## config.mk

```make
export PLATFORM = sky130hd
export DESIGN_NAME = evt_trigger_unit
export DESIGN_NICKNAME = d
export VERILOG_FILES = /design/src/rtl/evtrg_pkg.sv /design/src/rtl/evtrg_sync.sv /design/src/rtl/evtrg_match.sv /design/src/rtl/evtrg_regs.sv /design/src/rtl/evtrg_seq.sv /design/src/rtl/evt_trigger_unit.sv
export SDC_FILE = /design/constraint.sdc
export NUM_CORES = 1
export LEC_CHECK = 0
export ABC_CLOCK_PERIOD_IN_PS = 3000
export BUFFER_PORTS_ARGS = -buffer_cell sky130_fd_sc_hd__clkbuf_2
export CORE_MARGIN = 4
export CORE_UTILIZATION = 50
export DETAILED_ROUTE_END_ITERATION = 8
export GPL_TIMING_DRIVEN = 0
export PLACE_DENSITY = 0.77
export SKIP_LAST_GASP = 1
export SYNTH_ARGS = -nofsm -noshare
export SYNTH_HDL_FRONTEND = slang
export SYNTH_SLANG_ARGS = --single-unit
```

## constraint.sdc

```tcl
create_clock -name clk -period 3 [get_ports clk]
set_clock_uncertainty 0.15 [all_clocks]
set_input_delay 0.3 -clock clk [delete_from_list [all_inputs] [get_ports clk]]
set_output_delay 0.3 -clock clk [all_outputs]
set_load 0.005 [all_outputs]
```

## src/rtl/evtrg_pkg.sv

```systemverilog
// evtrg_pkg: shared constants and types for the masked event trigger unit.
// Assumes an 8-line backplane trigger bus and a 3-bit register address.
package evtrg_pkg;
    localparam int NSRC     = 5;
    localparam int BP_LINES = 8;
    localparam int BP_SEL_W = $clog2(BP_LINES);
    localparam int ADDR_W   = 3;

    // source bit positions in enables and cause
    localparam int S_SW   = 0;
    localparam int S_EXT  = 1;
    localparam int S_BP   = 2;
    localparam int S_STAR = 3;
    localparam int S_EVT  = 4;

    localparam logic [ADDR_W-1:0] A_CTRL = 3'd0;
    localparam logic [ADDR_W-1:0] A_DPAT = 3'd1;
    localparam logic [ADDR_W-1:0] A_DMSK = 3'd2;
    localparam logic [ADDR_W-1:0] A_TPAT = 3'd3;
    localparam logic [ADDR_W-1:0] A_TMSK = 3'd4;
    localparam logic [ADDR_W-1:0] A_EMU  = 3'd5;
    localparam logic [ADDR_W-1:0] A_CMD  = 3'd6;
    localparam logic [ADDR_W-1:0] A_STAT = 3'd7;

    // control word: bit0 sequential, bit1 emulation, [6:2] enables, [9:7] line select
    typedef struct packed {
        logic [BP_SEL_W-1:0] bp_sel;
        logic [NSRC-1:0]     src_en;
        logic                emu_sel;
        logic                seq_mode;
    } ctrl_t;

    localparam int CTRL_W = $bits(ctrl_t);
endpackage

```

## src/rtl/evtrg_sync.sv

```systemverilog
// evtrg_sync: multi-stage synchroniser for a vector of asynchronous inputs.
// Assumes STAGES >= 2; bits are synchronised independently (no coherency).
module evtrg_sync #(
    parameter int W      = 1,
    parameter int STAGES = 2
) (
    input  logic         clk,
    input  logic         rst_n,
    input  logic [W-1:0] d,
    output logic [W-1:0] q
);
    logic [STAGES-1:0][W-1:0] stg;

    // shift the input through the stage chain
    always_ff @(posedge clk) begin
        if (!rst_n) stg <= '0;
        else        stg <= {stg[STAGES-2:0], d};
    end

    assign q = stg[STAGES-1];
endmodule

```

## src/rtl/evtrg_match.sv

```systemverilog
// evtrg_match: one mask-qualified pattern comparator.
// A set mask bit excludes that bit; purely combinational.
module evtrg_match #(
    parameter int W = 16
) (
    input  logic [W-1:0] bus,
    input  logic [W-1:0] pat,
    input  logic [W-1:0] msk,
    output logic         hit
);
    // hit when no unmasked bit differs from the pattern
    always_comb hit = ~|((bus ^ pat) & ~msk);
endmodule

```

## src/rtl/evtrg_regs.sv

```systemverilog
// evtrg_regs: host register file, command decode and read mux.
// Assumes EV_W >= CTRL_W; command writes produce single-cycle strobes.
module evtrg_regs
    import evtrg_pkg::*;
#(
    parameter int EV_W = 16
) (
    input  logic              clk,
    input  logic              rst_n,
    input  logic              wr_en,
    input  logic [ADDR_W-1:0] addr,
    input  logic [EV_W-1:0]   wdata,
    output ctrl_t             ctrl,
    output logic [EV_W-1:0]   d_pat,
    output logic [EV_W-1:0]   d_msk,
    output logic [EV_W-1:0]   t_pat,
    output logic [EV_W-1:0]   t_msk,
    output logic [EV_W-1:0]   emu_val,
    output logic              sw_trig,
    output logic              rearm,
    input  logic [NSRC-1:0]   cause,
    input  logic              armed,
    input  logic              locked,
    output logic [EV_W-1:0]   rdata
);
    logic cmd_wr;

    // register writes from the host port
    always_ff @(posedge clk) begin
        if (!rst_n) begin
            ctrl    <= '0;
            d_pat   <= '0;
            d_msk   <= '0;
            t_pat   <= '0;
            t_msk   <= '0;
            emu_val <= '0;
        end else if (wr_en) begin
            case (addr)
                A_CTRL:  ctrl    <= ctrl_t'(wdata[CTRL_W-1:0]);
                A_DPAT:  d_pat   <= wdata;
                A_DMSK:  d_msk   <= wdata;
                A_TPAT:  t_pat   <= wdata;
                A_TMSK:  t_msk   <= wdata;
                A_EMU:   emu_val <= wdata;
                default: ;
            endcase
        end
    end

    // command strobes decoded straight from the write cycle
    always_comb begin
        cmd_wr  = wr_en && (addr == A_CMD);
        sw_trig = cmd_wr && wdata[0];
        rearm   = cmd_wr && wdata[1];
    end

    // read multiplexer
    always_comb begin
        case (addr)
            A_CTRL:  rdata = EV_W'(ctrl);
            A_DPAT:  rdata = d_pat;
            A_DMSK:  rdata = d_msk;
            A_TPAT:  rdata = t_pat;
            A_TMSK:  rdata = t_msk;
            A_EMU:   rdata = emu_val;
            A_STAT:  rdata = EV_W'({locked, armed, cause});
            default: rdata = '0;
        endcase
    end
endmodule

```

## src/rtl/evtrg_seq.sv

```systemverilog
// evtrg_seq: sequencing, source combining, edge detection and lockout.
// Assumes all source inputs are already synchronous to clk.
module evtrg_seq
    import evtrg_pkg::*;
(
    input  logic            clk,
    input  logic            rst_n,
    input  logic            seq_mode,
    input  logic            d_hit,
    input  logic            t_hit,
    input  logic [NSRC-1:0] src_en,
    input  logic            sw_trig,
    input  logic            ext_trig,
    input  logic            bp_line,
    input  logic            star_trig,
    input  logic            rearm,
    output logic            trig_out,
    output logic [NSRC-1:0] cause,
    output logic            armed,
    output logic            locked
);
    logic            evt_cond;
    logic [NSRC-1:0] raw;
    logic [NSRC-1:0] active;
    logic            combined;
    logic            comb_q;
    logic            fire;

    // event condition, enabled sources and the rising-edge fire decision
    always_comb begin
        evt_cond     = seq_mode ? (armed & t_hit) : (d_hit & t_hit);
        raw          = '0;
        raw[S_SW]    = sw_trig;
        raw[S_EXT]   = ext_trig;
        raw[S_BP]    = bp_line;
        raw[S_STAR]  = star_trig;
        raw[S_EVT]   = evt_cond;
        active       = raw & src_en;
        combined     = |active;
        fire         = combined & ~comb_q & ~locked;
    end

    // D-stage arming for sequential mode
    always_ff @(posedge clk) begin
        if (!rst_n)                            armed <= 1'b0;
        else if (fire || rearm || !seq_mode)   armed <= 1'b0;
        else if (d_hit && !locked)             armed <= 1'b1;
    end

    // lockout: set by a fire, released by re-arm
    always_ff @(posedge clk) begin
        if (!rst_n)      locked <= 1'b0;
        else if (fire)   locked <= 1'b1;
        else if (rearm)  locked <= 1'b0;
    end

    // output pulse, edge history and cause capture
    always_ff @(posedge clk) begin
        if (!rst_n) begin
            trig_out <= 1'b0;
            comb_q   <= 1'b0;
            cause    <= '0;
        end else begin
            trig_out <= fire;
            comb_q   <= combined;
            if (fire) cause <= active;
        end
    end
endmodule

```

## src/rtl/evt_trigger_unit.sv

```systemverilog
// evt_trigger_unit: masked event trigger unit top level.
// Assumes asynchronous trigger inputs and a host port synchronous to clk.
module evt_trigger_unit
    import evtrg_pkg::*;
#(
    parameter int EV_W        = 16,
    parameter int SYNC_STAGES = 2
) (
    input  logic                clk,
    input  logic                rst_n,
    input  logic                wr_en,
    input  logic [ADDR_W-1:0]   addr,
    input  logic [EV_W-1:0]     wdata,
    output logic [EV_W-1:0]     rdata,
    input  logic [EV_W-1:0]     ev_bus,
    input  logic                ext_trig_in,
    input  logic [BP_LINES-1:0] bp_trig_in,
    input  logic                star_trig_in,
    output logic                trig_out
);
    localparam int PIN_W = BP_LINES + 2;

    ctrl_t               ctrl;
    logic [EV_W-1:0]     d_pat, d_msk, t_pat, t_msk, emu_val;
    logic [EV_W-1:0]     ev_live, ev_src;
    logic [PIN_W-1:0]    pins_s;
    logic                sw_trig, rearm_w;
    logic                d_hit, t_hit, bp_line;
    logic [NSRC-1:0]     cause_w;
    logic                armed_w, locked_w;
    logic                seq_mode_w;
    logic [NSRC-1:0]     src_en_w;

    evtrg_regs #(.EV_W(EV_W)) u_regs (
        .clk(clk), .rst_n(rst_n), .wr_en(wr_en), .addr(addr), .wdata(wdata),
        .ctrl(ctrl), .d_pat(d_pat), .d_msk(d_msk), .t_pat(t_pat), .t_msk(t_msk),
        .emu_val(emu_val), .sw_trig(sw_trig), .rearm(rearm_w),
        .cause(cause_w), .armed(armed_w), .locked(locked_w), .rdata(rdata)
    );

    evtrg_sync #(.W(EV_W), .STAGES(SYNC_STAGES)) u_sync_ev (
        .clk(clk), .rst_n(rst_n), .d(ev_bus), .q(ev_live)
    );

    evtrg_sync #(.W(PIN_W), .STAGES(SYNC_STAGES)) u_sync_pins (
        .clk(clk), .rst_n(rst_n), .d({star_trig_in, ext_trig_in, bp_trig_in}), .q(pins_s)
    );

    // comparator input: emulation register or live synchronised bus
    always_comb begin
        ev_src     = ctrl.emu_sel ? emu_val : ev_live;
        bp_line    = pins_s[ctrl.bp_sel];
        seq_mode_w = ctrl.seq_mode;
        src_en_w   = ctrl.src_en;
    end

    evtrg_match #(.W(EV_W)) u_match_d (.bus(ev_src), .pat(d_pat), .msk(d_msk), .hit(d_hit));
    evtrg_match #(.W(EV_W)) u_match_t (.bus(ev_src), .pat(t_pat), .msk(t_msk), .hit(t_hit));

    evtrg_seq u_seq (
        .clk(clk), .rst_n(rst_n), .seq_mode(seq_mode_w), .d_hit(d_hit), .t_hit(t_hit),
        .src_en(src_en_w), .sw_trig(sw_trig), .ext_trig(pins_s[BP_LINES]),
        .bp_line(bp_line), .star_trig(pins_s[BP_LINES+1]), .rearm(rearm_w),
        .trig_out(trig_out), .cause(cause_w), .armed(armed_w), .locked(locked_w)
    );
endmodule

```

Word level (Yosys, flattened, before mapping). Cells that the tools add are included.

Memory bits (read-only): 0. Bits in registers: 151. Latch bits: 0. Memories: 0. Bits in writable memories: 0. Output and inout bits: 17. Input bits: 48. Logic and storage cells: 69.

Divide/modulo/power cells: 0. Add/subtract/negate cells: 0. Muxes and demuxes: 7. Magnitude comparators: 1. Multiply operators: 0. Shift-type cells: 0. Equality and inequality tests: 7. Reductions and logical operators: 22. Bitwise operators: 14.

Operators by type and width (count): $pmux 16 s7 (1); $and 16x16->16 (2); $not 16->16 (2); $reduce_or 16->1 (2); $xor 16x16->16 (2); $mux 16 (1); $eq 3x3->1 const B (4); $reduce_and 2->1 (6); $eq 3x2->1 const B (2); $and 5x5->5 (1); $lt 3x5->1 const B (1); $reduce_or 5->1 (1); $and 1x1->1 (4); $logic_and 1x1->1 (4); $logic_not 1->1 (4); $mux 1 (4); $bmux 1 s3 (1); $eq 3x1->1 const B (1); $logic_not 3->1 (1); $not 1->1 (3); $logic_or 1x1->1 (2); $reduce_bool 2->1 (1); $reduce_or 2->1 (1).

Depth between registers and ports, before layout.
Depth in word-level cells: 14. Mapped depth: 8. Mapped depth without buffers: 6.

By module. From an unflattened synthesis, not the netlist that was laid out.

Cells, all modules: 764. Area, all modules: 7086.8 µm².

By module, submodules not included: evtrg_regs (seq. area each 1801.7 µm², cells an instance 515, times used 1, area each 4369.2 µm²); evtrg_sync at u_sync_ev (seq. area each 640.6 µm², cells an instance 83, times used 1, area each 1016.0 µm²); evtrg_sync at u_sync_pins (seq. area each 400.4 µm², cells an instance 52, times used 1, area each 636.9 µm²); evtrg_match (seq. area each 0.0 µm², cells an instance 27, times used 2, area each 209.0 µm²); evtrg_seq (seq. area each 180.2 µm², cells an instance 39, times used 1, area each 392.9 µm²); evt_trigger_unit (seq. area each 0.0 µm², cells an instance 21, times used 1, area each 254.0 µm²).

Worst setup path after synthesis. No wires, ideal clock.

Path type: register -> register. Start: register u_regs.ctrl[1] (netlist name). End: register u_seq.armed. Data arrival time: 2.182 ns. Clock period less this slack: 2.466 ns. Path slack: 0.534 ns. Stages on the path, launching flop included: 9. Cells stage by stage: dfxtp_1 -> buf_6 -> buf_12 -> mux2i_1 -> mux2i_1 -> o2111ai_1 -> or4_4 -> a2111oi_0 -> nor4b_1.

Word-level cells in the longest chain between the ends: 14. Elaborated cells on any way between the ends: 20. Classes of those cells: mux: 2; bitwise: 9; reduce/logical: 9.

Ends and longest elaborated chain: $mux 16 * (line evt_trigger_unit.sv:51) `ev_src = ctrl.emu_sel ? emu_val : ev_live;`; $xor 16x16->16 (line evtrg_match.sv:12) `always_comb hit = ~|((bus ^ pat) & ~msk);`; $and 16x16->16 (line evtrg_match.sv:12); $reduce_or 16->1 (line evtrg_match.sv:12); $logic_not 1->1 (line evtrg_match.sv:12); $and 1x1->1 (line evtrg_seq.sv:31) `evt_cond = seq_mode ? (armed & t_hit) : (d_hit & t_hit);`; $mux 1 (line evtrg_seq.sv:31); $and 5x5->5 (line evtrg_seq.sv:38) `active = raw & src_en;`; $reduce_or 5->1 (line evtrg_seq.sv:39) `combined = |active;`; $and 1x1->1 (2 in a row) (line evtrg_seq.sv:40) `fire = combined & ~comb_q & ~locked;`; $logic_or 1x1->1 (2 in a row) (line evtrg_seq.sv:46) `else if (fire || rearm || !seq_mode) armed <= 1'b0;`; $reduce_or 2->1 (no line); end signal, assigned (line evtrg_seq.sv:45) `if (!rst_n) armed <= 1'b0;`; end signal, assigned (line evtrg_seq.sv:46); end signal, assigned (line evtrg_seq.sv:47) `else if (d_hit && !locked) armed <= 1'b1;`; end, declared (line evtrg_seq.sv:19) `output logic armed,`.

Mark *: on every way between the ends. The rest lies on a longest branch, timed or not. A chain may end at the register's enable or synchronous reset.

Final worst setup path.
Start: input addr[2]. End: output rdata[7].

Word-level cells in the longest chain between the ends: 2. Elaborated cells on any way between the ends: 8. Classes of those cells: eq/ne: 6; mux: 1; reduce/logical: 1.

Ends and longest elaborated chain: start, declared (line evt_trigger_unit.sv:12) `input logic [ADDR_W-1:0] addr,`; $eq 3x3->1 (tied with other cells) (line evtrg_regs.sv:59) `case (addr)`; $pmux 16 s7 * (line evtrg_regs.sv:59); end, declared (line evt_trigger_unit.sv:14) `output logic [EV_W-1:0] rdata,`.

Marks and branches as above.

==> results.toml <==
[placed_design]
dp_cells = 1013
gp_congestion = 1.01
hpwlAfterDp_um = 14600
preCtsSetupSlack_ns = -0.379
io_buffers = 61

[grt]
antenna_found_initial = 0
track_usage_pct = 28.8
grt_pass1_vias = 5759
grt_max_degree = 20
grt-ovfl-total = 0
grt_first_pass_wirelength_um = 32200

[power]
ir_worst_vdd_v = 0.000427
total_power_uw = 4580
p_leak_uw = 0.00306
power_density_mw_per_mm2 = 562

[synthesis]
yosysWarnings = 0
ys_async_sr_fraction_pct = 0
synth_edf_count = 0
netlist_area_mm2 = 0.00673
synth_cells = 775
postSynthAreaPerCell_um2 = 8.69
yosysSeqAreaShare_pct = 44.9
ys_ff_latch = 151
synth_ff_type = "dfxtp_1"
post_synth_num_cell_types = 50
syn_nets = 823

[cts]
tritoncts = "yes"
htree_levels = 4
clock_path_buffers = 2
numCtsBuffers = 17
cts_root_buf = "clkbuf_16"
path_clk_slew_ns = 0.07
clock_latency_ns = 0.44
post_cts_buffers = 0
clock_sinks = 151

[layout]
drive_above_1_share_pct = 13.4
final_common_cell = "nand2_1"
fillers = 1143
fin_nets = 929
final_cell_mix = "nand2_1 (206), dfxtp_1 (151), a21boi_0 (91)"
synthToLayoutAreaGrowth_pct = 20.9
instances_no_fill = 1070
diodes = 0

[worst_setup_path]
cp-start-kind = "primary input"
worst_ep_required_time_ns = 2.55
cp_max_fo = 10
rr_worst_depth = 8
end_kind = "primary output"
critPathKind = "in2out"
worstPathArrival_ns = 2.48

[sta]
slew_headroom_pct = 24.3
finalMaxSlewViolations = 0
clock.fmax_mhz = 342
rsz0062_at_grt = "no"
hold_viol_final = 0
min_period_over_period_pct = 97.5
fin_crit_ns = 2.93
setup_viol = 0
fin_ws_ns = 0.0743
max_slew.worst_pin.slew_ns = 1.13
setup-tns-final_ns = 0

[routing]
drtIter0Drc = 876
wire_per_inst_um = 20.0
antenna_left = 0
vias = 6191
via_per_inst = 5.79
first_pass_iters = 5
wirelength_um = 21400
drc = 0

[die]
fp.coreArea_mm2 = 0.0132
die_y_um = 124
die-area_mm2 = 0.0154
row_count = 42
die_w_um = 124
ioPinCount = 65
initial_core_util_pct = 51.1

[run]
drv_cap = 0

[status]
outcome = "finished, final reports clean"

[worst_hold_path]
worstHoldPathCells = 3
min_path_type = "in2reg"
## repair_timing
action                                 in CTS  in global routing
cloned                                      0                  0
hold buffers                               26                  0
setup endpoints to repair                  10                  9
endpoints found under the hold margin      26                  0
resized for setup                           2                  8
## layer usage
metal | global-route usage (%) | wire length [um]
met1 | 37.1 | 8600
met4 | 16.5 | 1160
met2 | 44.2 | 9430
met5 | 0 | 0
met3 | 6.72 | 2200
## where the power goes
group	leakage, uW	internal [uW]	total, uW	switching [uW]
Sequential	0.00123	2060	2100	37.0
Combinational	0.00155	165	409	243
Clock	0.000272	1110	2070	951
Total	0.00306	3340	4580	1230
## registers in the layout, indices dropped and copies added, names as in the netlist
name,cells
u_seq.trig_out,1
u_regs.ctrl,10
u_sync_pins.stg,10
u_seq.comb_q,1
u_regs.d_pat,16
u_seq.locked,1
u_seq.armed,1
u_sync_ev.stg,16
u_seq.cause,5
u_sync_pins.q,10
u_regs.d_msk,16
u_regs.t_pat,16
u_regs.emu_val,16
u_regs.t_msk,16
u_sync_ev.q,16
## final timing paths
check	from	to	slack [ns]
setup / recovery	addr[2]	rdata[7]	0.07
hold / removal	wdata[13]	u_regs.t_msk[13]	0.01
setup reg to reg	u_regs.ctrl[1]	u_seq.cause[3]	0.12
hold reg to reg	u_sync_ev.stg[2]	u_sync_ev.q[2]	0.28
## critical path, cell delays in order
cell and delay [ns]:
clkbuf_1 0.29, clkbuf_1 0.53, buf_1 0.56, nand2_1 0.27
o221ai_1 0.34, clkbuf_2 0.17
## cells in the mapped netlist, drive strengths merged, types with 6 or more instances
library cell / count / share of area (%)
nor3: 6 / 0.45
clkbuf: 35 / 2.0
inv: 6 / 0.33
o21ai: 13 / 0.97
xor2: 12 / 1.6
nor2b: 16 / 1.5
buf: 7 / 0.76
dfxtp: 151 / 45
a21oi: 10 / 0.74
nor2: 37 / 2.1
a31oi: 9 / 0.84
nand3: 11 / 0.82
a21boi: 92 / 10
nand2: 206 / 11
mux2i: 48 / 7.2
mux4: 6 / 2.0
and2: 52 / 4.8
## area by class of cell
class / instances / area, um2 / area share, %
plain buffers: 41 / 180 / 2.21
inverters: 8 / 30.0 / 0.369
clock inverters: 14 / 129 / 1.58
well taps: 176 / 220 / 2.70
repair buffers: 88 / 577 / 7.08
flip-flops and latches: 151 / 3020 / 37.1
clock buffers: 18 / 439 / 5.39
multi-input cells: 574 / 3540 / 43.5
## logic make-up (layout without fill, tap and decap cells)
logic type	Yosys count	in the layout	synth area share, %
buf+inv	50	169	3.16
xor+xnor	17	17	2.21
simple gates	336	336	22.0
flops	151	151	44.9
compound gates	162	162	17.7
mux	59	59	10.0
## stage by stage
| step | utilization [%] | hold WS, ns | instance area, um2 |
|---|---|---|---|
| after global placement | 55.0 | 0.264 | 7260 |
| after global routing | 61.7 | 0.0314 | 8140 |
| after floorplan | - | 0.262 | 6730 |
| after detailed placement | 55.2 | 0.270 | 7280 |
| final | 61.7 | 0.0104 | 8140 |
| after CTS | 61.4 | 0.00356 | 8110 |
Note: power is estimated with default switching activity, not from simulation.
